[src/rtl/shift_flag_unit.sv]
module shift_flag_unit #(
  parameter int W = 8,
  localparam int IW = $clog2(W)
) (
  input  logic          clk,
  input  logic          rst_n,
  input  logic          valid_i,
  input  logic [3:0]    op_i,
  input  logic [W-1:0]  operand_i,
  input  logic [IW-1:0] idx_i,
  input  logic [7:0]    sreg_i,
  output logic [W-1:0]  result_o,
  output logic          wr_en_o,
  output logic [7:0]    sreg_o,
  output logic          done_o
);
  localparam int FC = 0, FZ = 1, FN = 2, FV = 3, FS = 4, FT = 6;
  localparam logic [3:0] OP_SHL = 4'd0, OP_SHR = 4'd1, OP_ROL = 4'd2,
    OP_ROR = 4'd3, OP_ASR = 4'd4, OP_SWP = 4'd5, OP_BST = 4'd6,
    OP_BLD = 4'd7, OP_SET = 4'd8, OP_CLR = 4'd9;

  logic [W-1:0] res;
  logic [7:0]   nf;
  logic         we, co, sh, nbit;

  assign nbit = res[W-1];

  always_comb begin
    res = operand_i;
    nf  = sreg_i;
    we  = 1'b0;
    co  = 1'b0;
    sh  = 1'b0;
    unique case (op_i)
      OP_SHL: begin {co, res} = {operand_i, 1'b0};         sh = 1'b1; end
      OP_SHR: begin {res, co} = {1'b0, operand_i};         sh = 1'b1; end
      OP_ROL: begin {co, res} = {operand_i, sreg_i[FC]};   sh = 1'b1; end
      OP_ROR: begin {res, co} = {sreg_i[FC], operand_i};   sh = 1'b1; end
      OP_ASR: begin {res, co} = {operand_i[W-1], operand_i}; sh = 1'b1; end
      OP_SWP: begin res = {operand_i[W/2-1:0], operand_i[W-1:W/2]}; we = 1'b1; end
      OP_BST: nf[FT] = operand_i[idx_i];
      OP_BLD: begin res[idx_i] = sreg_i[FT]; we = 1'b1; end
      OP_SET: nf[idx_i] = 1'b1;
      OP_CLR: nf[idx_i] = 1'b0;
      default: ;
    endcase
    if (sh) begin
      we     = 1'b1;
      nf[FC] = co;
      nf[FN] = nbit;
      nf[FZ] = (res == '0);
      nf[FV] = nbit ^ co;
      nf[FS] = co;
    end
  end

  always_ff @(posedge clk) begin
    if (!rst_n) begin
      result_o <= '0;
      sreg_o   <= '0;
      wr_en_o  <= 1'b0;
      done_o   <= 1'b0;
    end else begin
      done_o  <= valid_i;
      wr_en_o <= valid_i & we;
      if (valid_i) begin
        result_o <= res;
        sreg_o   <= nf;
      end
    end
  end
endmodule

[config.mk]
export PLATFORM = sky130hd
export DESIGN_NAME = shift_flag_unit
export DESIGN_NICKNAME = d
export VERILOG_FILES = /design/src/rtl/shift_flag_unit.sv
export SDC_FILE = /design/constraint.sdc
export NUM_CORES = 1
export LEC_CHECK = 0
export BUFFER_PORTS_ARGS = -buffer_cell sky130_fd_sc_hd__buf_2
export CORE_ASPECT_RATIO = 1.25
export CORE_MARGIN = 8
export CORE_UTILIZATION = 47
export CTS_CLUSTER_DIAMETER = 80
export DETAILED_ROUTE_END_ITERATION = 10
export GPL_ROUTABILITY_DRIVEN = 0
export GPL_TIMING_DRIVEN = 0
export MAX_ROUTING_LAYER = met4
export PLACE_DENSITY = 0.78
export RECOVER_POWER = 25
export SLEW_MARGIN = 20
export SYNTH_ARGS = -nofsm -noshare
export SYNTH_HDL_FRONTEND = slang
export SYNTH_SLANG_ARGS = --single-unit
[constraint.sdc]
create_clock -name clk -period 1.7 [get_ports clk]
set_clock_uncertainty 0.05 [all_clocks]
set_input_delay 0.255 -clock clk [delete_from_list [all_inputs] [get_ports clk]]
set_output_delay 0.255 -clock clk [all_outputs]
set_load 0.05 [all_outputs]
==> results of run 1 <==
==> flip-flops by register name (all words and copies together), names as in the netlist <==
| register | cells |
|---|---|
| result_o | 8 |
| sreg_o | 8 |
| done_o | 1 |
| wr_en_o | 1 |
==> cell type report <==
| type | instances | area [um2] | share of cell area |
|---|---|---|---|
| multi-input combinational | 161 | 1089 | 0.5743 |
| sequential | 18 | 360.3 | 0.1901 |
| timing repair buffer | 43 | 232.7 | 0.1228 |
| buffer | 18 | 100.1 | 0.05281 |
| tap | 37 | 46.29 | 0.02442 |
| clock buffer | 3 | 41.29 | 0.02178 |
| inverter | 7 | 26.28 | 0.01386 |
==> kinds of logic after synthesis <==
| logic type | count (synthesis) | share of synthesized area |
|---|---|---|
| compound gates | 79 | 0.3536 |
| buf+inv | 25 | 0.07589 |
| flops | 18 | 0.2402 |
| mux | 7 | 0.05839 |
| simple gates | 75 | 0.2719 |
==> metrics by stage <==
stage / util / power, uW / TNS (ns) / cell area [um2]
after global placement: 0.5537 / 919.5 / -1.424 / 1737
after global routing: 0.6043 / 1328 / -0.03993 / 1896
after detailed placement: 0.5537 / 925.3 / -1.685 / 1737
after CTS: 0.5708 / 1211 / -0.002686 / 1790
after floorplan: - / 799.3 / 0 / 1500
final: 0.6043 / 1245 / 0 / 1896
==> worst max-delay path, delay by kind of cell <==
kind / cells / cell delay (ns)
AOI/OAI and AO/OA: 2 / 0.41
buffers and inverters: 2 / 0.21
and+or+nand+nor: 3 / 0.91
==> timing repair <==
item,in CTS,in global routing
pin swaps,0,7
cloned,0,0
gates resized for setup,4,22
setup buffers,0,5
setup endpoints to repair,2,7
hold buffers,0,0
==> layer usage <==
layer / wire (um) / track usage / part of all wire / vias to the layer above
met5: 0 / - / 0 / -
met4: 147 / 0.08137 / 0.031 / 0
met2: 2338 / 0.3166 / 0.49 / 93
met1: 1995 / 0.2289 / 0.42 / 808
met3: 324 / 0.02672 / 0.067 / 17
li1: - / - / - / 865
==> power groups by stage <==
stage               Combinational, uW  Clock (uW)  Sequential, uW
floorplan                         215           0             585
global placement                  445           0             474
detailed placement                450           0             476
CTS                               454         290             467
global route                      532         325             472
finish                            492         286             467
==> placed cells by master, fill, tap and decap left out, types with 2 or more instances in the layout <==
cell type  instances
a211oi_1           6
a21o_1             2
a21oi_1           13
a221o_1            3
a22oi_1            6
a31oi_1            3
and2_1             4
buf_2             35
buf_4              7
buf_6              4
clkbuf_1          14
clkbuf_8           3
dfxtp_1           18
inv_1              6
mux2i_1            5
nand2_1           16
nand2b_1           5
nand3_1            4
nand3b_1           6
nor2_1            20
nor2b_1            3
nor3_2             3
o211ai_1           3
o21ai_0           20
o22ai_1            3
o311ai_1           2
o31ai_1            3
or2_2              2
or3_1              2
==> worst paths after layout <==
check,start,to,slack [ns]
min reg2reg,result_o[3]$_SDFFE_PN0P_,result_o[3]$_SDFFE_PN0P_,0.43
max reg2reg,sreg_o[1]$_SDFFE_PN0P_,sreg_o[1]$_SDFFE_PN0P_,0.84
min,valid_i,done_o$_SDFF_PN0_,0.27
max,idx_i[1],sreg_o[1]$_SDFFE_PN0P_,0.02
==> metrics.cfg, run 1 <==
[outcome]
status = finished, final reports clean

[cts]
cts_root_buf = clkbuf_8
clk_latency_ns = 0.25
cts_buffers = 3
cts_tree = done
cts.sinks = 18
clk_pin_slew_worst_paths_ns = 0.06
cts.path.max_buffers = 2
htree_levels = 1

[global_route]
grt_use_total = 0.1933
grt_first_pass_wirelength_um = 8038
antenna_found_initial = 0
grt_pass1_vias = 1692
grt.overflow.total = 0
grt_max_degree = 11

[sta]
slew_headroom = 0.6005
period_needed_ns = 1.683
hold_viol_final = 0
whs_ns = 0.2716
max_freq_ghz = 0.5943
setup_viol = 0
worstMarginPinSlew_ns = 0.6019
rsz0062_at_grt = yes
fin_crit_sh = 0.9898
setup_ws_ns = 0.01734
drv_slew = 0

[setup_path]
critical_path_arrival_ns = 1.80
crit_type = input pin to flip-flop
reg2reg_depth = 3
crit_fanout = 7
crit_chain = buf_6, buf_6, or3_4, and3_4, nor4_4, o2111ai_2, o32ai_2
cp-end-kind = flip-flop
start_kind = input pin
cpPeakStageDelay_ns = 0.40
cp_common_cell = buf_6
cp.required_ns = 1.81
cp_slowest_cell = or3_4

[synthesis]
postSynthRegisterBits = 18
synth_edf_count = 0
syn_inst = 204
post_synth_num_cell_types = 50
syn-cell-area_mm2 = 0.001500
synth_top_area_frac = 0.2402
synth_top_area_cell = dfxtp_1
async_reset_ff_frac = 0
yosys_warnings = 0
synth.avg_cell_area_um2 = 7.354
synth_common_cells = nor2_1 (20), o21ai_0 (20), dfxtp_1 (18)
yosysSeqAreaShare = 0.2402
synthFlopType = dfxtp_1
syn_nets = 230
synth.area.top_cells = dfxtp_1 (24%), o21ai_0 (6.7%), nor2_1 (5.0%)

[routing]
ant_nets = 0
via_per_inst = 6.213
drtIter0Drc = 125
vias = 1783
wirelength_um = 4806
drc_errors = 0
drt-pass1-iter-count = 5
wl_per_cell_um = 16.75

[place]
place_ws_ns = -0.3028
hpwl_um = 3696
dp.cells = 279
port_buffers = 38

[power]
swShare = 0.3729
power_per_cell_area_mw_per_mm2 = 656.7
total_leakage_power_uw = 0.0007659
p_sw_uw = 464.2
power_frac_clock = 0.230
pwr-share-seq = 0.375
p_comb_frac = 0.395
p_int_uw = 780.6
ir_drop_v = 0.0005321

[layout]
area_growth_pct = 26.36
n_antenna_cell = 0
drive_gt1_frac = 0.2720
nets = 278
finalNonFillerCells = 287
fillers = 301

[floorplan]
dieArea_mm2 = 0.005267
die_x_um = 66.53
row_count = 23
die_y_um = 79.17
ioPinCount = 44
initial_core_util = 0.4783
core-area_mm2 = 0.003137

[worst_hold_path]
hold_path_class = input pin to flip-flop
min_path_cells = 3

[flow_run]
maxCapViolations = 0

No activity file was read; power rests on OpenSTA's default activity.
==> run 2: changes to the inputs <==
clock period = 1.4 ns   (was 1.7 ns; I/O delays follow)
==> run 2 against run 1 <==
Against the previous run:
- the run now ends with negative setup slack left
- worst setup slack got worse by 0.23 ns
- sequential power rose by 22%
- critical path type unchanged
- wire length rose by 10%
- non-clock buffer count rose by 4
- cell count rose by 1.4%
- largest cell class unchanged
- core utilization rose by 5.4 points
- global-route usage fell by 0.10 points
==> metrics.cfg, run 2 (synthesis gave the netlist of run 1 again) <==
[sta]
max_freq_ghz = 0.6212
drv_slew = 0
rsz0062_at_grt = yes
fin_crit_sh = 1.150
slew_headroom = 0.6053
setup_viol = 3
setup_ws_ns = -0.2098
hold_viol_final = 0
worstMarginPinSlew_ns = 0.5945
period_needed_ns = 1.610

[setup_path]
cp_slowest_cell = or3b_4
cpPeakStageDelay_ns = 0.40
start_kind = input pin
crit_type = input pin to flip-flop
critical_path_arrival_ns = 1.73
crit_fanout = 10
cp-end-kind = flip-flop
crit_chain = buf_2, buf_6, or3b_4, a32o_1, nor3_4, nand4_1, o32ai_2
cp.required_ns = 1.52

[routing]
ant_nets = 0
drt-pass1-iter-count = 4
vias = 1843
via_per_inst = 6.333
drtIter0Drc = 202
wl_per_cell_um = 18.21
wirelength_um = 5300
drc_errors = 0

[cts]
cts_root_buf = clkbuf_8
cts.path.max_buffers = 2
clk_latency_ns = 0.25
cts_tree = done
clk_pin_slew_worst_paths_ns = 0.06
htree_levels = 1
cts.sinks = 18
cts_buffers = 3

[outcome]
status = complete, but fails checks
violations = negative setup slack

[power]
fin_total_pwr_uw = 1586
total_leakage_power_uw = 0.0008483
ir_drop_v = 0.0005567
power_per_cell_area_mw_per_mm2 = 768.1

[floorplan]
ioPinCount = 44
row_count = 23
die_x_um = 66.53
die_y_um = 79.17
initial_core_util = 0.4783
dieArea_mm2 = 0.005267
core-area_mm2 = 0.003137

[worst_hold_path]
hold_path_class = input pin to flip-flop

[layout]
largestRegisters = result_o: 8 flops, sreg_o: 8 flops
final_common_cell = buf_2
area_growth_pct = 37.61
layout_common_cells = buf_2 (31), nor2_1 (18), dfxtp_1 (18), o21ai_0 (15), nand2_1 (14)
drive_gt1_frac = 0.3386
n_antenna_cell = 0
nets = 282

[place]
hpwl_um = 3784
port_buffers = 38
place_ws_ns = -0.5909

[global_route]
grt_first_pass_wirelength_um = 7990
grt_use_total = 0.1923
grt_max_degree = 11
grt_pass1_vias = 1696
antenna_found_initial = 0
grt.overflow.total = 0

[flow_run]
maxCapViolations = 0

==> run 2: path summary, 6_finish.rpt <==
kind / startpoint / depth (start not counted) / endpoint / slack, ns
hold reg to reg: result_o[6]$_SDFFE_PN0P_ / 2 / result_o[6]$_SDFFE_PN0P_ / 0.43
setup / recovery: idx_i[2] / 7 / sreg_o[1]$_SDFFE_PN0P_ / -0.21
setup reg to reg: sreg_o[1]$_SDFFE_PN0P_ / 3 / sreg_o[1]$_SDFFE_PN0P_ / 0.50
hold / removal: valid_i / 3 / done_o$_SDFF_PN0_ / 0.19
==> run 2: cell type report <==
cell class | instances | area (um2)
multi-input combinational | 161 | 1162
fill | 286 | 1072
sequential | 18 | 360.3
timing repair buffer | 48 | 282.8
buffer | 17 | 145.1
tap | 37 | 46.29
clock buffer | 3 | 41.29
inverter | 7 | 26.28
==> run 2: per-stage QoR <==
| stage | cell area, um2 | utilization | TNS, ns | hold WS, ns | std cells |
|---|---|---|---|---|---|
| 5_1_grt | 2064 | 0.6582 | -0.5457 | 0.2443 | 291 |
| 3_5_place_dp | 1788 | 0.5700 | -4.828 | 0.4232 | 279 |
| 2_1_floorplan | 1551 | - | -0.1235 | 0.2953 | 204 |
| 6_report | 2064 | 0.6582 | -0.3070 | 0.1945 | 291 |
| 3_3_place_gp | 1788 | 0.5700 | -4.735 | 0.4155 | 279 |
| 4_1_cts | 1917 | 0.6111 | -0.1839 | 0.2028 | 282 |
==> run 2: critical path: cells and delay by family <==
family,cells,cell delay (ns)
AND/OR/NAND/NOR,3,0.72
buffers and inverters,2,0.25
AO/OA/AOI/OAI,2,0.54
==> run 2: what timing repair did <==
action / CTS / global route
endpoints found under the setup margin: 11 / 13
setup buffers: 0 / 9
cloned: 0 / 1
hold buffers: 0 / 0
resized for setup: 21 / 30
pin swaps: 4 / 9
==> run 2: where the power goes <==
| group | total, uW | internal [uW] | switching (uW) |
|---|---|---|---|
| registers | 568 | 550 | 17.3 |
| clock network | 355 | 191 | 163 |
| logic | 663 | 247 | 416 |
==> run 2: layer usage <==
| layer | part of all wire | up-vias | global-route usage |
|---|---|---|---|
| li1 | - | 873 | - |
| met1 | 0.38 | 847 | 0.2144 |
| met2 | 0.51 | 104 | 0.3272 |
| met3 | 0.074 | 19 | 0.01828 |
| met4 | 0.032 | 0 | 0.1006 |
| met5 | 0 | - | - |
